File: src/rtl/cps_pkg.sv
package cps_pkg;
  typedef enum logic [1:0] {
    CORR_NONE  = 2'd0,
    CORR_SHORT = 2'd1,
    CORR_LONG  = 2'd2
  } corr_kind_e;
endpackage

File: src/rtl/cps_window.sv
module cps_window
  import cps_pkg::*;
#(
  parameter int SEC_PER_MIN = 60,
  parameter int MIN_PER_CYC = 64,
  parameter int CAL_W       = 5
) (
  input  logic             clk,
  input  logic             rst,
  input  logic             sec_evt,
  input  logic [CAL_W:0]   cal,
  output corr_kind_e       corr
);
  localparam int SEC_W = (SEC_PER_MIN > 1) ? $clog2(SEC_PER_MIN) : 1;
  localparam int MIN_W = (MIN_PER_CYC > 1) ? $clog2(MIN_PER_CYC) : 1;
  localparam int CMP_W = ((CAL_W + 1) > MIN_W) ? (CAL_W + 1) : MIN_W;
  localparam logic [SEC_W-1:0] SEC_LAST = SEC_W'(SEC_PER_MIN - 1);
  localparam logic [MIN_W-1:0] MIN_LAST = MIN_W'(MIN_PER_CYC - 1);
  localparam logic [CMP_W-1:0] MIN_CAP  = CMP_W'(MIN_PER_CYC - 2);

  logic [SEC_W-1:0] sec_idx;
  logic [MIN_W-1:0] min_idx;
  logic [CMP_W-1:0] min_x;
  logic [CMP_W-1:0] span_x;
  logic             eligible;

  always_ff @(posedge clk) begin
    if (rst) begin
      sec_idx <= '0;
      min_idx <= '0;
    end else if (sec_evt) begin
      if (sec_idx == SEC_LAST) begin
        sec_idx <= '0;
        min_idx <= (min_idx == MIN_LAST) ? '0 : min_idx + 1'b1;
      end else begin
        sec_idx <= sec_idx + 1'b1;
      end
    end
  end

  // Twice the magnitude sets how many leading minutes are eligible.
  assign min_x    = CMP_W'(min_idx);
  assign span_x   = CMP_W'({cal[CAL_W-1:0], 1'b0});
  assign eligible = (sec_idx == '0) && (min_x < span_x) && (min_x < MIN_CAP);

  always_comb begin
    corr = CORR_NONE;
    if (eligible) corr = cal[CAL_W] ? CORR_SHORT : CORR_LONG;
  end
endmodule

File: src/rtl/cps_fine_stage.sv
module cps_fine_stage
  import cps_pkg::*;
#(
  parameter int LO_W = 8
) (
  input  logic       clk,
  input  logic       rst,
  input  logic       en,
  input  logic       clr,
  input  logic       sec_evt,
  input  corr_kind_e corr,
  output logic       lo_adv
);
  localparam logic [LO_W-1:0] LO_MAX   = {LO_W{1'b1}};
  localparam logic [LO_W-1:0] HALF_MAX = LO_W'((1 << (LO_W - 1)) - 1);

  logic [LO_W-1:0] lo_cnt;
  logic            done;
  logic            pend_short;
  logic            pend_long;
  logic            term;
  logic            wrap;

  assign pend_short = (corr == CORR_SHORT) && !done;
  assign pend_long  = (corr == CORR_LONG) && !done;
  assign term       = pend_short ? (lo_cnt == HALF_MAX) : (lo_cnt == LO_MAX);
  assign wrap       = en && term;
  // A lengthening correction blanks one stage output.
  assign lo_adv     = wrap && !pend_long;

  always_ff @(posedge clk) begin
    if (rst || clr) lo_cnt <= '0;
    else if (en)    lo_cnt <= wrap ? '0 : lo_cnt + 1'b1;
  end

  always_ff @(posedge clk) begin
    if (rst || clr)                       done <= 1'b0;
    else if (sec_evt)                     done <= 1'b0;
    else if (wrap && (pend_short || pend_long)) done <= 1'b1;
  end
endmodule

File: src/rtl/cps_coarse_stage.sv
module cps_coarse_stage #(
  parameter int HI_DIV = 128
) (
  input  logic clk,
  input  logic rst,
  input  logic clr,
  input  logic lo_adv,
  output logic sec_evt
);
  localparam int HI_W = (HI_DIV > 1) ? $clog2(HI_DIV) : 1;
  localparam logic [HI_W-1:0] HI_LAST = HI_W'(HI_DIV - 1);

  logic [HI_W-1:0] hi_cnt;

  assign sec_evt = lo_adv && (hi_cnt == HI_LAST);

  always_ff @(posedge clk) begin
    if (rst || clr) hi_cnt <= '0;
    else if (lo_adv) hi_cnt <= sec_evt ? '0 : hi_cnt + 1'b1;
  end
endmodule

File: src/rtl/cps_ft_gen.sv
module cps_ft_gen #(
  parameter int FT_W = 5
) (
  input  logic clk,
  input  logic rst,
  input  logic en,
  input  logic clr,
  output logic ft_out
);
  logic [FT_W-1:0] ft_cnt;

  always_ff @(posedge clk) begin
    if (rst || clr) begin
      ft_cnt <= '0;
      ft_out <= 1'b0;
    end else if (en) begin
      ft_cnt <= ft_cnt + 1'b1;
      if (ft_cnt == {FT_W{1'b1}}) ft_out <= ~ft_out;
    end
  end
endmodule

File: src/rtl/cal_prescaler.sv
module cal_prescaler
  import cps_pkg::*;
#(
  parameter int LO_W        = 8,
  parameter int HI_DIV      = 128,
  parameter int SEC_PER_MIN = 60,
  parameter int MIN_PER_CYC = 64,
  parameter int CAL_W       = 5,
  parameter int FT_SHIFT    = 3
) (
  input  logic           clk,
  input  logic           rst,
  input  logic           osc_tick,
  input  logic [CAL_W:0] cal,
  input  logic           stop,
  input  logic           div_rst,
  output logic           sec_tick,
  output logic           ft_out
);
  localparam int FT_W = LO_W - FT_SHIFT;

  logic       en_core;
  logic       lo_adv;
  logic       sec_evt;
  corr_kind_e corr;

  assign en_core = osc_tick && !stop && !div_rst;

  cps_window #(
    .SEC_PER_MIN(SEC_PER_MIN), .MIN_PER_CYC(MIN_PER_CYC), .CAL_W(CAL_W)
  ) u_window (
    .clk(clk), .rst(rst), .sec_evt(sec_evt), .cal(cal), .corr(corr)
  );

  cps_fine_stage #(.LO_W(LO_W)) u_fine (
    .clk(clk), .rst(rst), .en(en_core), .clr(div_rst),
    .sec_evt(sec_evt), .corr(corr), .lo_adv(lo_adv)
  );

  cps_coarse_stage #(.HI_DIV(HI_DIV)) u_coarse (
    .clk(clk), .rst(rst), .clr(div_rst), .lo_adv(lo_adv), .sec_evt(sec_evt)
  );

  cps_ft_gen #(.FT_W(FT_W)) u_ft (
    .clk(clk), .rst(rst), .en(en_core), .clr(div_rst), .ft_out(ft_out)
  );

  always_ff @(posedge clk) begin
    if (rst) sec_tick <= 1'b0;
    else     sec_tick <= sec_evt;
  end
endmodule

File: config.mk
export PLATFORM = sky130hd
export DESIGN_NAME = cal_prescaler
export DESIGN_NICKNAME = d
export VERILOG_FILES = /design/src/rtl/cps_pkg.sv /design/src/rtl/cps_window.sv /design/src/rtl/cps_fine_stage.sv /design/src/rtl/cps_coarse_stage.sv /design/src/rtl/cps_ft_gen.sv /design/src/rtl/cal_prescaler.sv
export SDC_FILE = /design/constraint.sdc
export NUM_CORES = 1
export LEC_CHECK = 0
export BUFFER_PORTS_ARGS = -buffer_cell sky130_fd_sc_hd__buf_2
export CELL_PAD_IN_SITES_DETAIL_PLACEMENT = 0
export CELL_PAD_IN_SITES_GLOBAL_PLACEMENT = 1
export CORE_AREA = 2 2 73 68
export CTS_CLUSTER_SIZE = 12
export DETAILED_ROUTE_END_ITERATION = 6
export DIE_AREA = 0 0 75 70
export PLACE_DENSITY = 0.72
export SYNTH_ARGS = -nofsm -noshare
export SYNTH_HDL_FRONTEND = slang
export SYNTH_SLANG_ARGS = --single-unit
File: constraint.sdc
create_clock -name clk -period 3.47 [get_ports clk]
set_clock_uncertainty 0.2 [all_clocks]
set_input_delay 0.8675 -clock clk [delete_from_list [all_inputs] [get_ports clk]]
set_output_delay 0.8675 -clock clk [all_outputs]
set_load 0.005 [all_outputs]
[Word level (Yosys, flattened, before mapping)]
Index checks and enable logic that the tools add are counted.
Operators by class
  eq/ne operators: 8
  shift operators: 0
  multiplexer cells: 7
  $lt $le $gt $ge: 2
  multipliers: 0
  $add $sub $neg: 5
  bitwise operators: 1
  reduce and logical (&&, ||, !) cells: 20
  divide/modulo/power cells: 0
Operators by type and width (number)
  6-bit by 1-bit adder with 6-bit output (second input constant): 2
  6-bit == test (second input constant): 2
  6-bit two-way mux: 2
  1-bit logical AND: 10
  8-bit by 1-bit adder with 8-bit output (second input constant): 1
  8-bit by 7-bit == test with 1-bit output (second input constant): 1
  8-bit == test (second input constant): 1
  8-bit two-way mux: 1
  7-bit by 1-bit adder with 7-bit output (second input constant): 1
  7-bit == test (second input constant): 1
  7-bit two-way mux: 1
  6-bit logical NOT: 1
  6-bit < comparator: 1
  6-bit < comparator (second input constant): 1
  5-bit by 1-bit adder with 5-bit output (second input constant): 1
  5-bit == test (second input constant): 1
  1-bit logical NOT: 4
  2-bit two-way mux: 2
  2-bit AND reduction: 2
  2-bit by 1-bit == test with 1-bit output (second input constant): 1
  2-bit == test (second input constant): 1
  1-bit logical OR: 2
  2-bit OR reduction: 1
  1-bit two-way mux: 1
  1-bit inverter: 1
Word-level totals
  latch bits: 0
  memory bits (writable): 0
  bits in registers: 35
  memories: 0
  ROM bits: 0
  output and inout port bits: 2
  word-level logic and storage cells: 51
  input bits: 11

[Depth between registers and ports, before layout]
  depth in word-level cells: 11
  mapped depth: 9
  depth with buffers taken out: 8

[By module]
From an unflattened synthesis, not the netlist that was laid out.
Second synthesis, totals
  cells, all modules: 202
  area total of the unflattened synthesis: 1865.5 µm²
By module, submodules not included
  cps_window: seq. area each 240.2 µm², area each 753.2 µm², instances 1, cells each 88
  cps_fine_stage: seq. area each 180.2 µm², area each 446.7 µm², instances 1, cells each 48
  cps_coarse_stage: seq. area each 140.1 µm², area each 324.1 µm², instances 1, cells each 36
  cps_ft_gen: seq. area each 120.1 µm², area each 302.8 µm², instances 1, cells each 27
  cal_prescaler: seq. area each 20.0 µm², area each 38.8 µm², instances 1, cells each 3

[Worst setup path before layout]
Ideal clock, no wire load.
  path type: input port to flip-flop
  start point: in cal[4]
  end point: reg u_window.min_idx[4]
  path buffers: 1
  required time: 3.200 ns
  library setup time: 0.070 ns
  slack: 0.312 ns
  stages: 9
  data arrival time: 2.887 ns
  path through: inv_1 ha_1 a211oi_2 o211ai_2 a311oi_4 mux2i_1 buf_6 or4_1 a21oi_1
Between the ends
  cells in the longest elaborated chain, start to end: 11
  elaborated cells on any way between the ends: 14
  those cells by class: 1 x order compare; 2 x eq/ne; 2 x mux; 9 x reduce/logical
Ends and longest elaborated chain
  from (decl): line cal_prescaler.sv:14  | input logic [CAL_W:0] cal,
  6-bit < comparator (*): line cps_window.sv:44  | assign eligible = (sec_idx == '0) && (min_x < span_x) && (min_x < MIN_CAP);
  1-bit logical AND (*) (2 in a row): line cps_window.sv:44
  2-bit two-way mux (*): line cps_window.sv:48  | if (eligible) corr = cal[CAL_W] ? CORR_SHORT : CORR_LONG;
  2-bit by 1-bit == test with 1-bit output: line cps_fine_stage.sv:24  | assign pend_short = (corr == CORR_SHORT) && !done;
  1-bit logical AND: line cps_fine_stage.sv:24
  1-bit two-way mux: line cps_fine_stage.sv:26  | assign term = pend_short ? (lo_cnt == HALF_MAX) : (lo_cnt == LO_MAX);
  1-bit logical AND: line cps_fine_stage.sv:27  | assign wrap = en && term;
  1-bit logical AND (*): line cps_fine_stage.sv:29  | assign lo_adv = wrap && !pend_long;
  1-bit logical AND (*): line cps_coarse_stage.sv:15  | assign sec_evt = lo_adv && (hi_cnt == HI_LAST);
  2-bit AND reduction (no line) (*)
  to (signal assigned): line cps_window.sv:34  | min_idx <= (min_idx == MIN_LAST) ? '0 : min_idx + 1'b1;
  to (decl): line cps_window.sv:22  | logic [MIN_W-1:0] min_idx;
Mark *: on every way between the ends. The rest lies on a longest branch, timed or not.
A chain may end at the register's enable or synchronous reset.

[Worst setup path after layout]
  start point: in cal[4]
  end point: reg u_window.min_idx[5]
The elaborated chain is that of the path after synthesis.

==> impl_metrics.ini <==
[worst_setup_path]
worst_setup_path_start_kind = input pin
worst_ep_required_time_ns = 3.45
arrival_ns = 3.07
r2r-end = u_window.min_idx[5]$_SDFFE_PP0P_
critical_path_class = input pin to flip-flop
ff2ff_path_depth = 7
reg2reg_from = u_window.min_idx[3]$_SDFFE_PP0P_
path_max_fanout = 11
rrSetupSlack_ns = 0.70
endpoint_kind = flip-flop

[clocking]
cts_tree = built
clock_latency_ns = 0.29
htreeDepth = 2
ctsResizeCount = 0
post_cts_buffers = 0
hold_buffers = 0
cts_buffers = 5
clock-root-buffer = clkbuf_8
clock_path_buffers = 2
path_clk_slew_ns = 0.07
cts.sink_count = 35

[yosys]
synth_nets = 243
synth_area_leaders = dfxtp_1 (36%), ha_1 (7.1%), xor2_1 (5.0%)
syn_inst = 221
synth_area_per_cell_sq_um = 8.764
yosysUniqueCellTypes = 44
synth_top_cell_area_share_pct = 36.18
async_flop_share_pct = 0
synth_warnings = 0
synth-seq-cells = 35
synthFlopType = dfxtp_1
synth_area_leader_cell = dfxtp_1
synth-edff-count = 0
syn_area_sq_um = 1937
ys_seq_area_share_pct = 36.18

[placed_design]
port_buffers = 12
place_area_sq_um = 2064
place.gp.congestion = 0.7364
hpwl_um = 2774
pre_cts_slack_ns = 0.09055

[detailed_routing]
dr_wl_met2_um = 1595
dr.pass1.iters = 4
drt-total-wl_um = 3845
m1WireLength_um = 2088
avgRoutedWirePerCell_um = 12.73
dr_wl_met3_um = 101
final_antenna_net_count = 0
drt_iter0_drc = 81
drc = 0
vias = 1561
avgViaCountPerCell = 5.169
top_layer = met4

[power_and_ir_drop]
ir_drop_mv = 0.2131
power_leakage_nw = 0.8720
powerDensity_nw_per_um2 = 378.1

[grt]
grt_max_degree = 15
grt_overflow = 0
antenna_found_initial = 0
grt_pass1_wl_um = 6417
grt_pass1_vias = 1378
grt_usage_pct = 16.12

[layout]
num_antenna_cells = 0
stdcell_area_sq_um = 2182
drive_gt1_share_pct = 15.19
final_nets = 258
area_growth_pct = 12.66

[timing]
relSlewSlack_pct = 48.19
drv_slew = 0
tns_ns = 0
fmax_ghz = 0.3245
period_needed_ns = 3.082
worst_pin_slew_ns = 0.7555
grt_setup_unrepaired = no
holdWs_ns = 0.2870
fin_crit_sh_pct = 88.81
setup_viol = 0
layout_setup_ws_ns = 0.3883
hold_viol = 0

[floorplanning]
row_count = 24
initial_utilization_pct = 42.16
core_area_sq_um = 4594
ioPinCount = 13
fp.dieH_um = 70
die_x_um = 75
die-area_sq_um = 5250

[outcome]
outcome = finished, final reports clean

[hold_path]
hold_depth = 2
hold_class = flip-flop to flip-flop
hold_path_end = u_coarse.hi_cnt[6]$_SDFFE_PP0P_
hp-start = u_coarse.hi_cnt[6]$_SDFFE_PP0P_

[job]
maxCapViolCount = 0
report_power, final:
group / leakage [nW] / switching, mW / internal (mW)
Combinational: 0.529 / 0.0233 / 0.0146
Sequential: 0.282 / 0.000762 / 0.402
Clock: 0.0612 / 0.152 / 0.232
critical path, cell delays in order:
cell and delay (ns):
buf_2 0.07, inv_1 0.03, ha_1 0.30, a211oi_2 0.22, o211ai_2 0.17, a311oi_4 0.32
mux2i_1 0.69, nor2_1 0.15, a32o_1 0.24
through the flow:
step	total power, mW	instances	util [%]
floorplan	0.4373	221	-
CTS	0.8401	302	47.49
detailed placement	0.4510	294	44.93
finish	0.8251	302	47.49
global placement	0.4507	294	44.93
global route	0.8618	302	47.49
state kept, by name, indices dropped and copies added, names as in the netlist:
register,flops
u_coarse.hi_cnt,7
u_ft.ft_out,1
u_ft.ft_cnt,5
u_fine.done,1
sec_tick,1
u_window.sec_idx,6
u_window.min_idx,6
u_fine.lo_cnt,8
logic make-up (layout without fill, tap and decap cells):
kind of cell	count (synthesis)	after routing	share of synthesized area [%]
DFF	35	35	36.18
adders and majority gates	11	11	7.106
and+or+nand+nor	96	96	26.81
xor gates and xnor gates	12	12	5.426
buffers and inverters	18	34	4.393
AOI/OAI and AO/OA	41	41	15.96
muxes	8	8	4.135
Yosys cell counts, types with 2 or more instances:
library cell,n
nor3_1,3
clkbuf_1,5
inv_1,9
buf_2,2
a21oi_1,12
nand2_1,20
buf_6,2
nand4_1,4
xor2_1,11
nand2b_1,4
o21ai_0,5
o21ai_1,2
nor4_1,2
a41oi_1,2
nor2b_1,4
a32o_1,3
o31ai_1,3
or4_1,3
and4_1,3
and2_1,2
ha_1,11
nor2_1,19
a311oi_1,3
nand3_1,19
and3_1,7
mux2i_1,8
a31oi_1,2
dfxtp_1,35
cell usage in the layout (no fill, tap or decap), drive strengths merged, types with 4 or more instances in the layout:
cell type  instances
xor2              11
a21oi             12
o21ai              7
and3               7
clkbuf             6
mux2i              8
nor2              19
a311oi             4
dfxtp             35
inv                9
nand2             20
nand3             19
buf               17
nand2b             4
nor2b              4
ha                11
nand4              4
final cells by class:
class | instances | area [sq um]
flip-flops and latches | 35 | 700.7
well taps | 65 | 81.33
inverters | 9 | 33.78
clock buffers | 6 | 82.58
repair buffers | 17 | 97.59
fillers | 474 | 2412
clock inverters | 2 | 35.03
multi-input cells | 168 | 1151
how the worst max path moves through the flow:
stage,from,to,slack (ns),depth (start not counted)
floorplan,cal[4],u_window.min_idx[4]$_SDFFE_PP0P_,0.31,9
global placement,cal[4],u_window.min_idx[5]$_SDFFE_PP0P_,0.11,9
detailed placement,cal[4],u_window.min_idx[5]$_SDFFE_PP0P_,0.09,9
CTS,cal[4],u_window.min_idx[5]$_SDFFE_PP0P_,0.39,9
global route,cal[4],u_window.min_idx[0]$_SDFFE_PP0P_,0.20,9
finish,cal[4],u_window.min_idx[5]$_SDFFE_PP0P_,0.39,9
per-layer routing:
layer	GRT usage (%)	up-vias
met4	5.952	0
met5	0	-
met3	5.195	4
met2	22.03	16
met1	23.35	706
li1	-	835
Power figures use the tool's default switching activity.
